File: src/rtl/spdlk_pkg.sv
`timescale 1ns/1ps
package spdlk_pkg;

    typedef enum logic [1:0] {
        MODE_ACCEL = 2'd0,
        MODE_STOP  = 2'd1,
        MODE_FINE  = 2'd2,
        MODE_LOCK  = 2'd3
    } drive_mode_e;

    typedef struct packed {
        logic ref_p;
        logic t1;
        logic t2;
        logic t3;
    } strobe_t;

    typedef struct packed {
        logic slow;
        logic fast;
    } verdict_t;

    typedef struct packed {
        logic accel;
        logic stop;
        logic pwm;
    } drive_t;

    // Mode to drive pins; lock mode passes the phase flop through.
    function automatic drive_t mode_drive(drive_mode_e m, logic phase);
        drive_t d;
        d = '0;
        case (m)
            MODE_ACCEL: d.accel = 1'b1;
            MODE_STOP:  d.stop  = 1'b1;
            MODE_FINE:  d.pwm   = 1'b1;
            MODE_LOCK:  d.pwm   = phase;
            default:    d       = '0;
        endcase
        return d;
    endfunction

endpackage

File: src/rtl/spdlk_refgen.sv
`timescale 1ns/1ps
module spdlk_refgen
    import spdlk_pkg::*;
#(
    parameter int DIV_HI = 64,
    parameter int DIV_LO = 128
) (
    input  logic    clk,
    input  logic    rst,
    input  logic    sel_chg,
    input  logic    spd_hi,
    input  logic    xtal_tick,
    output strobe_t st
);
    localparam int DIV_MAX = (DIV_HI > DIV_LO) ? DIV_HI : DIV_LO;
    localparam int CNT_W   = $clog2(DIV_MAX);
    localparam int N_STB   = 3;

    logic [CNT_W-1:0] cnt;
    logic [CNT_W-1:0] limit;
    logic             ref_q;
    logic [N_STB-1:0] stb_q;

    assign limit = spd_hi ? CNT_W'(DIV_HI - 1) : CNT_W'(DIV_LO - 1);

    always_ff @(posedge clk) begin
        if (rst || sel_chg) begin
            cnt   <= '0;
            ref_q <= 1'b0;
        end else begin
            ref_q <= 1'b0;
            if (xtal_tick) begin
                if (cnt == limit) begin
                    cnt   <= '0;
                    ref_q <= 1'b1;
                end else begin
                    cnt <= cnt + 1'b1;
                end
            end
        end
    end

    // Staggered decision strobes: one per cycle after the reference pulse.
    always_ff @(posedge clk) begin
        if (rst) stb_q <= '0;
        else     stb_q <= {stb_q[N_STB-2:0], ref_q};
    end

    assign st.ref_p = ref_q;
    assign st.t1    = stb_q[0];
    assign st.t2    = stb_q[1];
    assign st.t3    = stb_q[2];


    ref_from_tick_chk: assert property (@(posedge clk) disable iff (rst)
        ref_q |-> $past(xtal_tick));


    strobe_disjoint_chk: assert property (@(posedge clk) disable iff (rst)
        $onehot0({ref_q, stb_q}));

endmodule

File: src/rtl/spdlk_fgshape.sv
`timescale 1ns/1ps
module spdlk_fgshape #(
    parameter int SYNC_N = 2
) (
    input  logic clk,
    input  logic rst,
    input  logic fg_raw,
    output logic fg_p
);
    logic [SYNC_N-1:0] sync_q;
    logic              last_q;

    always_ff @(posedge clk) begin
        if (rst) begin
            sync_q <= '0;
            last_q <= 1'b0;
            fg_p   <= 1'b0;
        end else begin
            sync_q <= {sync_q[SYNC_N-2:0], fg_raw};
            last_q <= sync_q[SYNC_N-1];
            fg_p   <= sync_q[SYNC_N-1] & ~last_q;
        end
    end


    fg_single_chk: assert property (@(posedge clk) disable iff (rst)
        fg_p |=> !fg_p);

endmodule

File: src/rtl/spdlk_freqcmp.sv
`timescale 1ns/1ps
module spdlk_freqcmp
    import spdlk_pkg::*;
(
    input  logic     clk,
    input  logic     rst,
    input  logic     sel_chg,
    input  logic     ref_p,
    input  logic     fg_p,
    input  logic     clr,
    output verdict_t vlat,
    output logic     phase
);
    logic ref_since;
    logic fg_since;
    logic slow_ev;
    logic fast_ev;

    assign slow_ev = ref_p & ~fg_p & ref_since;
    assign fast_ev = fg_p & ~ref_p & fg_since;

    always_ff @(posedge clk) begin
        if (rst || sel_chg) begin
            ref_since <= 1'b0;
            fg_since  <= 1'b0;
            phase     <= 1'b0;
            vlat      <= '0;
        end else begin
            unique case ({ref_p, fg_p})
                2'b10: begin
                    ref_since <= 1'b1;
                    fg_since  <= 1'b0;
                    phase     <= 1'b1;
                end
                2'b01: begin
                    ref_since <= 1'b0;
                    fg_since  <= 1'b1;
                    phase     <= 1'b0;
                end
                2'b11: begin
                    ref_since <= 1'b0;
                    fg_since  <= 1'b0;
                    phase     <= 1'b0;
                end
                default: ;
            endcase
            vlat.slow <= slow_ev | (vlat.slow & ~clr);
            vlat.fast <= fast_ev | (vlat.fast & ~clr);
        end
    end


    phase_rise_chk: assert property (@(posedge clk) disable iff (rst)
        $rose(phase) |-> $past(ref_p));


    phase_fall_chk: assert property (@(posedge clk) disable iff (rst)
        $fell(phase) |-> $past(fg_p | sel_chg));

endmodule

File: src/rtl/spdlk_modectl.sv
`timescale 1ns/1ps
module spdlk_modectl
    import spdlk_pkg::*;
#(
    parameter int LOCK_N = 8
) (
    input  logic     clk,
    input  logic     rst,
    input  logic     sel_chg,
    input  logic     t1,
    input  logic     t2,
    input  logic     t3,
    input  verdict_t v,
    input  logic     phase,
    output drive_t   drv,
    output logic     locked
);
    localparam int Q_W = $clog2(LOCK_N + 1);

    logic           accel_ff;
    logic           stop_ff;
    logic           chase;
    logic [Q_W-1:0] quiet;
    drive_mode_e    mode;

    always_ff @(posedge clk) begin
        if (rst || sel_chg) begin
            accel_ff <= 1'b1;
            stop_ff  <= 1'b0;
            chase    <= 1'b1;
            locked   <= 1'b0;
            quiet    <= '0;
        end else begin
            if (t1) accel_ff <= v.slow | (chase & ~v.fast);
            if (t2) begin
                stop_ff <= v.fast & ~v.slow;
                if (v.fast) chase <= 1'b0;
            end
            if (t3) begin
                if (v.slow || v.fast || accel_ff || stop_ff) begin
                    quiet  <= '0;
                    locked <= 1'b0;
                end else if (quiet == Q_W'(LOCK_N - 1)) begin
                    locked <= 1'b1;
                end else begin
                    quiet <= quiet + 1'b1;
                end
            end
        end
    end

    always_comb begin
        if (accel_ff)     mode = MODE_ACCEL;
        else if (stop_ff) mode = MODE_STOP;
        else if (locked)  mode = MODE_LOCK;
        else              mode = MODE_FINE;
    end

    assign drv = mode_drive(mode, phase);


    accel_on_t1_chk: assert property (@(posedge clk) disable iff (rst)
        (accel_ff != $past(accel_ff)) |-> $past(t1 | sel_chg | rst));


    stop_on_t2_chk: assert property (@(posedge clk) disable iff (rst)
        (stop_ff != $past(stop_ff)) |-> $past(t2 | sel_chg | rst));


    lock_on_t3_chk: assert property (@(posedge clk) disable iff (rst)
        $rose(locked) |-> $past(t3));


    chase_hold_chk: assert property (@(posedge clk) disable iff (rst)
        (chase && !accel_ff) |-> t2);


    drive_excl_chk: assert property (@(posedge clk) disable iff (rst)
        $onehot0({drv.accel, drv.stop, drv.pwm}));

endmodule

File: src/rtl/speed_lock_seq.sv
`timescale 1ns/1ps
module speed_lock_seq
    import spdlk_pkg::*;
#(
    parameter int DIV_HI = 64,
    parameter int DIV_LO = 128,
    parameter int LOCK_N = 8,
    parameter int SYNC_N = 2
) (
    input  logic clk,
    input  logic rst,
    input  logic spd_hi,
    input  logic xtal_tick,
    input  logic fg_raw,
    output logic drv_accel,
    output logic drv_stop,
    output logic drv_pwm,
    output logic locked
);
    logic     spd_q;
    logic     sel_chg;
    strobe_t  st;
    logic     fg_p;
    verdict_t vlat;
    logic     phase;
    drive_t   drv;

    always_ff @(posedge clk) spd_q <= spd_hi;
    assign sel_chg = ~rst & (spd_hi ^ spd_q);

    spdlk_refgen #(.DIV_HI(DIV_HI), .DIV_LO(DIV_LO)) u_ref (
        .clk(clk), .rst(rst), .sel_chg(sel_chg), .spd_hi(spd_hi),
        .xtal_tick(xtal_tick), .st(st)
    );

    spdlk_fgshape #(.SYNC_N(SYNC_N)) u_fg (
        .clk(clk), .rst(rst), .fg_raw(fg_raw), .fg_p(fg_p)
    );

    spdlk_freqcmp u_cmp (
        .clk(clk), .rst(rst), .sel_chg(sel_chg), .ref_p(st.ref_p),
        .fg_p(fg_p), .clr(st.t3), .vlat(vlat), .phase(phase)
    );

    spdlk_modectl #(.LOCK_N(LOCK_N)) u_ctl (
        .clk(clk), .rst(rst), .sel_chg(sel_chg), .t1(st.t1), .t2(st.t2),
        .t3(st.t3), .v(vlat), .phase(phase), .drv(drv), .locked(locked)
    );

    assign drv_accel = drv.accel;
    assign drv_stop  = drv.stop;
    assign drv_pwm   = drv.pwm;


    sel_unlock_chk: assert property (@(posedge clk) disable iff (rst)
        sel_chg |=> (!locked && drv_accel));

endmodule

File: config.mk
export PLATFORM = sky130hd
export DESIGN_NAME = speed_lock_seq
export DESIGN_NICKNAME = d
export VERILOG_FILES = /design/src/rtl/spdlk_pkg.sv /design/src/rtl/spdlk_refgen.sv /design/src/rtl/spdlk_fgshape.sv /design/src/rtl/spdlk_freqcmp.sv /design/src/rtl/spdlk_modectl.sv /design/src/rtl/speed_lock_seq.sv
export SDC_FILE = /design/constraint.sdc
export NUM_CORES = 1
export LEC_CHECK = 0
export BUFFER_PORTS_ARGS = -buffer_cell sky130_fd_sc_hd__buf_2
export CAP_MARGIN = 15
export CORE_ASPECT_RATIO = 1.1
export CORE_MARGIN = 5
export CORE_UTILIZATION = 25
export DETAILED_ROUTE_END_ITERATION = 10
export GPL_TIMING_DRIVEN = 0
export MAX_ROUTING_LAYER = met4
export PLACE_DENSITY = 0.48
export SLEW_MARGIN = 20
export SYNTH_ARGS = -nofsm -noshare
export SYNTH_HDL_FRONTEND = slang
export SYNTH_HIERARCHICAL = 1
export SYNTH_SLANG_ARGS = --single-unit
File: constraint.sdc
create_clock -name clk -period 2.45 [get_ports clk]
set_clock_uncertainty 0.1 [all_clocks]
set_input_delay 0.49 -clock clk [delete_from_list [all_inputs] [get_ports clk]]
set_output_delay 0.49 -clock clk [all_outputs]
set_load 0.005 [all_outputs]
==> flow_metrics.py, run 1 <==
metrics = {
    "outcome": {
        "outcome": "complete, no violations",
    },
    "synthesis": {
        "synth.largest_area_cell": "sky130_fd_sc_hd__dfxtp_1",
        "ys_types": 36,
        "yosysMostFrequentCell": "sky130_fd_sc_hd__dfxtp_1",
        "synth_enable_flop_cells": 0,
        "yosysSeqAreaShare_pct": 48.6,
        "synth_top_cell_area_share_pct": 48.6,
        "ys_seq_elements": 28,
        "synth_ff_type": "sky130_fd_sc_hd__dfxtp_1",
        "synth.cell_area_um2": 1150,
        "synth_fp_nets": 127,
        "post_synth_most_frequent_cells": "sky130_fd_sc_hd__dfxtp_1, sky130_fd_sc_hd__nand2_1, sky130_fd_sc_hd__nor2b_1",
        "synthArstFlopShare_pct": 0,
        "synthesis.yosys.warnings": 6,
        "synth.top_cells.by_area": "sky130_fd_sc_hd__dfxtp_1, sky130_fd_sc_hd__nor2b_1, sky130_fd_sc_hd__nand2_1",
        "avgSynthCellArea_um2": 9.60,
        "postSynthCellCount": 120,
    },
    "power": {
        "clock_power_share_pct": 41.8,
        "p_switching_w": 0.000170,
        "power_frac_seq_pct": 54.0,
        "power_leakage_nw": 0.452,
        "comb_power_share_pct": 4.2,
        "peakVddDrop_mv": 0.371,
        "power_density_relative_to_cell_area_nw_per_um2": 646,
        "cell_internal_pwr_w": 0.000692,
        "switching_share_pct": 19.7,
    },
    "die": {
        "fp.dieArea_um2": 6070,
        "die_w_um": 74.7,
        "vertical_extent_of_the_die_um": 81.2,
        "io_pins": 9,
        "initial_utilization_pct": 25.3,
        "fp.coreArea_um2": 4550,
        "row_cnt": 26,
    },
    "place": {
        "standard_cell_area_after_detailed_placement_um2": 1260,
        "port_buffers": 8,
        "place_congestion": 0.816,
        "hpwl_um": 1540,
    },
    "detailed_routing": {
        "viasPerCell": 4.80,
        "detailroute.via_count": 902,
        "first_iteration_detailed_routing_drc_count": 43,
        "finalWirelength_um": 2190,
        "antenna_violating_nets_post_route": 0,
        "average_wire_length_per_cell_after_detail_routing_um": 11.6,
        "post-route-drc-count": 0,
        "detail_route.first_pass.iterations": 4,
    },
    "clocking": {
        "cts-root-buf": "sky130_fd_sc_hd__clkbuf_8",
        "clock_h_tree_levels": 1,
        "clock_sink_count": 28,
        "cts_post_setup_buffers_inserted": 0,
        "clk_pin_slew_ns": 0.09,
        "cts.repair.resized": 0,
        "post_cts_hold_buffer_count": 0,
        "clk_path_buf_depth": 2,
        "cts_buffers": 3,
        "worstSkewPairLatency_ns": 0.27,
        "cts_tree": "yes",
    },
    "global_routing": {
        "global_route.overflow_total": 0,
        "grt_start_max_net_pins": 21,
        "grt_pass1_vias": 933,
        "grt_pass1_wl_um": 3970,
        "grt_use_total_pct": 8.39,
        "number_of_antenna_violations_at_the_first_check_in_global_routing": 0,
    },
    "worst_setup_path": {
        "crit-reg2reg-launch": "spd_q",
        "path_class": "input pin to flip-flop",
        "r2r_slack_ns": 0.44,
        "worstPathRequired_ns": 2.50,
        "worstSetupStartpointType": "input pin",
        "endpoint_kind": "flip-flop",
        "crit_arrival_ns": 2.14,
        "setup.worst_path.start": "rst",
        "cp_max_fo": 20,
    },
    "final_layout": {
        "fill_cells": 479,
        "flow.area_growth_from_synthesis_pct": 15.7,
        "fin_area_um2": 1330,
        "final_core_utilization_pct": 29.3,
        "post_route_cells_drive_above_1_share_pct": 15.2,
        "final_nets": 140,
        "num_antenna_cells": 0,
    },
    "flow_run": {
        "timing.max_cap.violations": 0,
    },
    "worst_hold_path": {
        "hp-class": "input pin to flip-flop",
        "hp-start": "spd_hi",
    },
    "sta": {
        "slew_headroom_pct": 39.4,
        "number_of_max_slew_violations_in_the_final_report": 0,
        "timing.fmax_mhz": 479,
        "period_minus_slack_ns": 2.09,
        "worst-slew-pin-transition_ns": 0.906,
        "fin_crit_sh_pct": 85.2,
        "finalSetupViolCount": 0,
        "final_hold_viol_count": 0,
        "rsz0062_at_grt": "no",
        "setup_total_negative_slack_ns": 0,
    },
}
[flip-flops by register name, summed over array words and instances, names as in the netlist, 2 cells and up]
| register | count |
|---|---|
| u_fg/sync_q | 2 |
| u_ref/stb_q | 3 |
| u_cmp/vlat | 2 |
| u_ref/cnt | 7 |
| u_ctl/quiet | 4 |
[power by group through the flow]
stage	Combinational, W	Sequential (W)	Clock, W
4_1_cts	0.0000367	0.000465	0.000374
2_1_floorplan	0.0000205	0.000475	0
6_report	0.0000363	0.000465	0.000360
3_5_place_dp	0.0000369	0.000476	0
5_1_grt	0.0000410	0.000466	0.000392
3_3_place_gp	0.0000352	0.000476	0
[per-stage QoR]
stage / hold WS, ns / worst slack (ns) / cells / power [W]
after floorplan: 0.287 / 0.646 / 120 / 0.000495
after global placement: 0.301 / 0.0733 / 184 / 0.000511
after detailed placement: 0.301 / 0.0396 / 184 / 0.000513
after CTS: 0.272 / 0.361 / 188 / 0.000876
after global routing: 0.275 / 0.188 / 188 / 0.000899
final: 0.279 / 0.362 / 188 / 0.000861
[worst paths after layout]
check,cells past startpoint,to
hold / removal,1,spd_q
hold reg to reg,1,u_fg/fg_p
setup / recovery,5,u_ref/cnt[0]
setup reg to reg,5,u_ref/cnt[0]
[metal layers]
metal	track usage, %	wire length [um]	up-vias
li1	-	-	462
met1	9.18	1010	423
met2	14.3	1060	15
met3	3.22	105	2
met4	1.96	13	0
met5	-	0	-
[area by class of cell]
type                       count  area (um2)  share of cell area, %
buffer                         3        15.0                   1.13
clock inverter                 1        30.0                   2.25
tap                           56        70.1                   5.25
clock buffer                   3        41.3                   3.10
multi-input combinational     86         566                   42.4
timing repair buffer           8        40.0                   3.00
sequential                    28         561                   42.0
inverter                       3        11.3                  0.844
[cells by family (layout without fill, tap and decap cells)]
group           count (synthesis)  count (layout)  synth area share, %
compound gates                 20              20                 13.2
mux                             2               2                 1.74
buf+inv                         6              18                 2.28
simple gates                   58              58                 28.9
flops                          28              28                 48.6
xor+xnor                        4               4                 3.04
fa+ha+maj                       2               2                 2.17
[layout by cell type, fill, tap and decap left out, types with 3 or more instances in the layout]
cell and n:
sky130_fd_sc_hd__nor4_1 4, sky130_fd_sc_hd__nand2b_1 4, sky130_fd_sc_hd__nor2_1 8, sky130_fd_sc_hd__nor2b_1 9
sky130_fd_sc_hd__nand3_1 4, sky130_fd_sc_hd__a211oi_1 3, sky130_fd_sc_hd__dfxtp_1 28, sky130_fd_sc_hd__nand4_1 3
sky130_fd_sc_hd__nand3b_1 4, sky130_fd_sc_hd__o22ai_1 3, sky130_fd_sc_hd__nand2_1 12, sky130_fd_sc_hd__inv_1 3
sky130_fd_sc_hd__buf_2 8, sky130_fd_sc_hd__clkbuf_8 3
[critical path: stages]
cell and delay, ns:
sky130_fd_sc_hd__buf_2 0.22, sky130_fd_sc_hd__nor2_1 0.75, sky130_fd_sc_hd__or2_2 0.23, sky130_fd_sc_hd__clkbuf_1 0.29, sky130_fd_sc_hd__o22ai_1 0.14
No activity file was read; power rests on OpenSTA's default activity.
==> run 2: changes to the inputs <==
--- a/config.mk
+++ b/config.mk
@@ -11,3 +11,3 @@
 export CORE_MARGIN = 5
-export CORE_UTILIZATION = 25
+export CORE_UTILIZATION = 35
 export DETAILED_ROUTE_END_ITERATION = 10
@@ -15,3 +15,4 @@
 export MAX_ROUTING_LAYER = met4
-export PLACE_DENSITY = 0.48
+export PLACE_DENSITY = 0.59
+export SKIP_LAST_GASP = 1
 export SLEW_MARGIN = 20
==> constraint.sdc (replaced) <==
create_clock -name clk -period 2.45 [get_ports clk]
set_clock_uncertainty 0.1 [all_clocks]
set_input_delay 0.245 -clock clk [delete_from_list [all_inputs] [get_ports clk]]
set_output_delay 0.245 -clock clk [all_outputs]
set_load 0.005 [all_outputs]
==> flow_metrics.py, run 2 (synthesis gave the netlist of run 1 again) <==
metrics = {
    "place": {
        "dp.cells": 162,
        "port_buffers": 8,
        "hpwl_um": 1450,
        "place_congestion": 0.782,
        "standard_cell_area_after_detailed_placement_um2": 1230,
    },
    "detailed_routing": {
        "first_iteration_detailed_routing_drc_count": 38,
        "finalWirelength_um": 2040,
        "wl_met2_um": 988,
        "viasPerCell": 5.36,
        "post-route-drc-count": 0,
        "detailroute.via_count": 895,
        "average_wire_length_per_cell_after_detail_routing_um": 12.2,
        "detail_route.first_pass.iterations": 4,
        "routedLengthMet1_um": 946,
        "antenna_violating_nets_post_route": 0,
        "dr_wl_met3_um": 81,
        "maxUsedRoutingLayer": "met4",
    },
    "clocking": {
        "cts_buffers": 3,
        "cts_tree": "yes",
        "cts-root-buf": "sky130_fd_sc_hd__clkbuf_4",
        "cts_post_setup_buffers_inserted": 0,
        "clk_pin_slew_ns": 0.14,
        "clock_sink_count": 28,
        "clock_h_tree_levels": 1,
        "worstSkewPairLatency_ns": 0.32,
        "clk_path_buf_depth": 2,
    },
    "sta": {
        "period_minus_slack_ns": 2.25,
        "worst-slew-pin-transition_ns": 0.857,
        "finalSetupViolCount": 0,
        "number_of_max_slew_violations_in_the_final_report": 0,
        "setup_total_negative_slack_ns": 0,
        "timing.fmax_mhz": 444,
        "slew_headroom_pct": 42.7,
        "fin_crit_sh_pct": 91.9,
        "final_hold_viol_count": 0,
        "rsz0062_at_grt": "no",
    },
    "worst_setup_path": {
        "crit_arrival_ns": 2.36,
        "worstPathRequired_ns": 2.56,
        "path_class": "input pin to flip-flop",
        "endpoint_kind": "flip-flop",
        "cp_max_fo": 12,
        "worstSetupStartpointType": "input pin",
    },
    "global_routing": {
        "global_route.overflow_total": 0,
        "number_of_antenna_violations_at_the_first_check_in_global_routing": 0,
        "grt_use_total_pct": 10.4,
        "grt_pass1_wl_um": 3700,
        "grt_pass1_vias": 834,
        "grt_start_max_net_pins": 21,
    },
    "final_layout": {
        "layout.cells.most_common": "sky130_fd_sc_hd__dfxtp_1",
        "number_of_flip_flops_under_the_largest_register_name": 7,
        "post_route_cells_drive_above_1_share_pct": 15.0,
        "flow.area_growth_from_synthesis_pct": 12.6,
        "final_nets": 141,
        "fin_area_um2": 1300,
        "reg_top3": "u_ref/cnt x7, u_ctl/quiet x4, u_ref/stb_q x3",
        "num_antenna_cells": 0,
        "layout_common_cells": "sky130_fd_sc_hd__dfxtp_1, sky130_fd_sc_hd__nand2_1, sky130_fd_sc_hd__nor2b_1",
        "final_cells": 167,
        "register_with_the_most_flip_flops": "u_ref/cnt",
    },
    "power": {
        "peakVddDrop_mv": 0.242,
        "power_leakage_nw": 0.448,
        "total_power_w": 0.000797,
        "power_density_relative_to_cell_area_nw_per_um2": 614,
    },
    "die": {
        "io_pins": 9,
        "die_w_um": 64.7,
        "row_cnt": 21,
        "vertical_extent_of_the_die_um": 70.2,
        "initial_utilization_pct": 37.2,
        "fp.dieArea_um2": 4540,
        "fp.coreArea_um2": 3100,
    },
    "flow_run": {
        "timing.max_cap.violations": 0,
    },
    "worst_hold_path": {
        "hp-class": "input pin to flip-flop",
    },
    "outcome": {
        "outcome": "complete, no violations",
    },
}
==> run 2: through the flow <==
step           hold WS [ns]  utilization, %  setup slack [ns]
3_3_place_gp          0.298            39.8             0.369
6_report             0.0323            41.8             0.198
4_1_cts              0.0191            41.8             0.176
2_1_floorplan         0.173               -             0.842
3_5_place_dp          0.297            39.8             0.325
5_1_grt              0.0315            41.8            0.0283
==> run 2: what timing repair did <==
| item | 4_1_cts | 5_1_grt |
|---|---|---|
| endpoints found under the hold margin | 1 | 0 |
| hold buffers | 1 | 0 |
| gates resized for setup | 0 | 0 |
==> run 2: final timing paths <==
check | depth (start not counted) | slack [ns] | endpoint | from
hold reg to reg | 1 | 0.32 | u_fg/fg_p | u_fg/last_q
setup / recovery | 7 | 0.20 | u_ref/cnt[0] | spd_hi
setup reg to reg | 5 | 0.47 | u_ref/cnt[0] | spd_q
hold / removal | 2 | 0.03 | u_fg/sync_q[0] | fg_raw
==> run 2: per-layer routing <==
metal | vias to the layer above | track usage, %
met5 | - | -
met4 | 0 | 4.93
met3 | 2 | 2.24
met2 | 13 | 16.0
met1 | 415 | 12.8
li1 | 465 | -
==> run 2: layout make-up <==
cell class	instances	area, um2
Buffer	3	15.0
Multi-Input combinational cell	86	566
Fill cell	312	1800
Clock buffer	3	22.5
Inverter	3	11.3
Timing Repair Buffer	9	50.0
Sequential cell	28	561
Clock inverter	1	30.0
Tap cell	34	42.5
==> run 2: critical path: stages <==
cell	delay (ns)
sky130_fd_sc_hd__dlygate4sd3_1	0.53
sky130_fd_sc_hd__buf_2	0.15
sky130_fd_sc_hd__xnor2_1	0.12
sky130_fd_sc_hd__nor2_1	0.65
sky130_fd_sc_hd__or2_2	0.23
sky130_fd_sc_hd__clkbuf_1	0.29
sky130_fd_sc_hd__o22ai_1	0.14
==> run 2: where the power goes <==
group          internal (W)  switching, W
clock network      0.000165      0.000130
logic             0.0000131     0.0000232
registers          0.000462    0.00000409
total              0.000640      0.000157
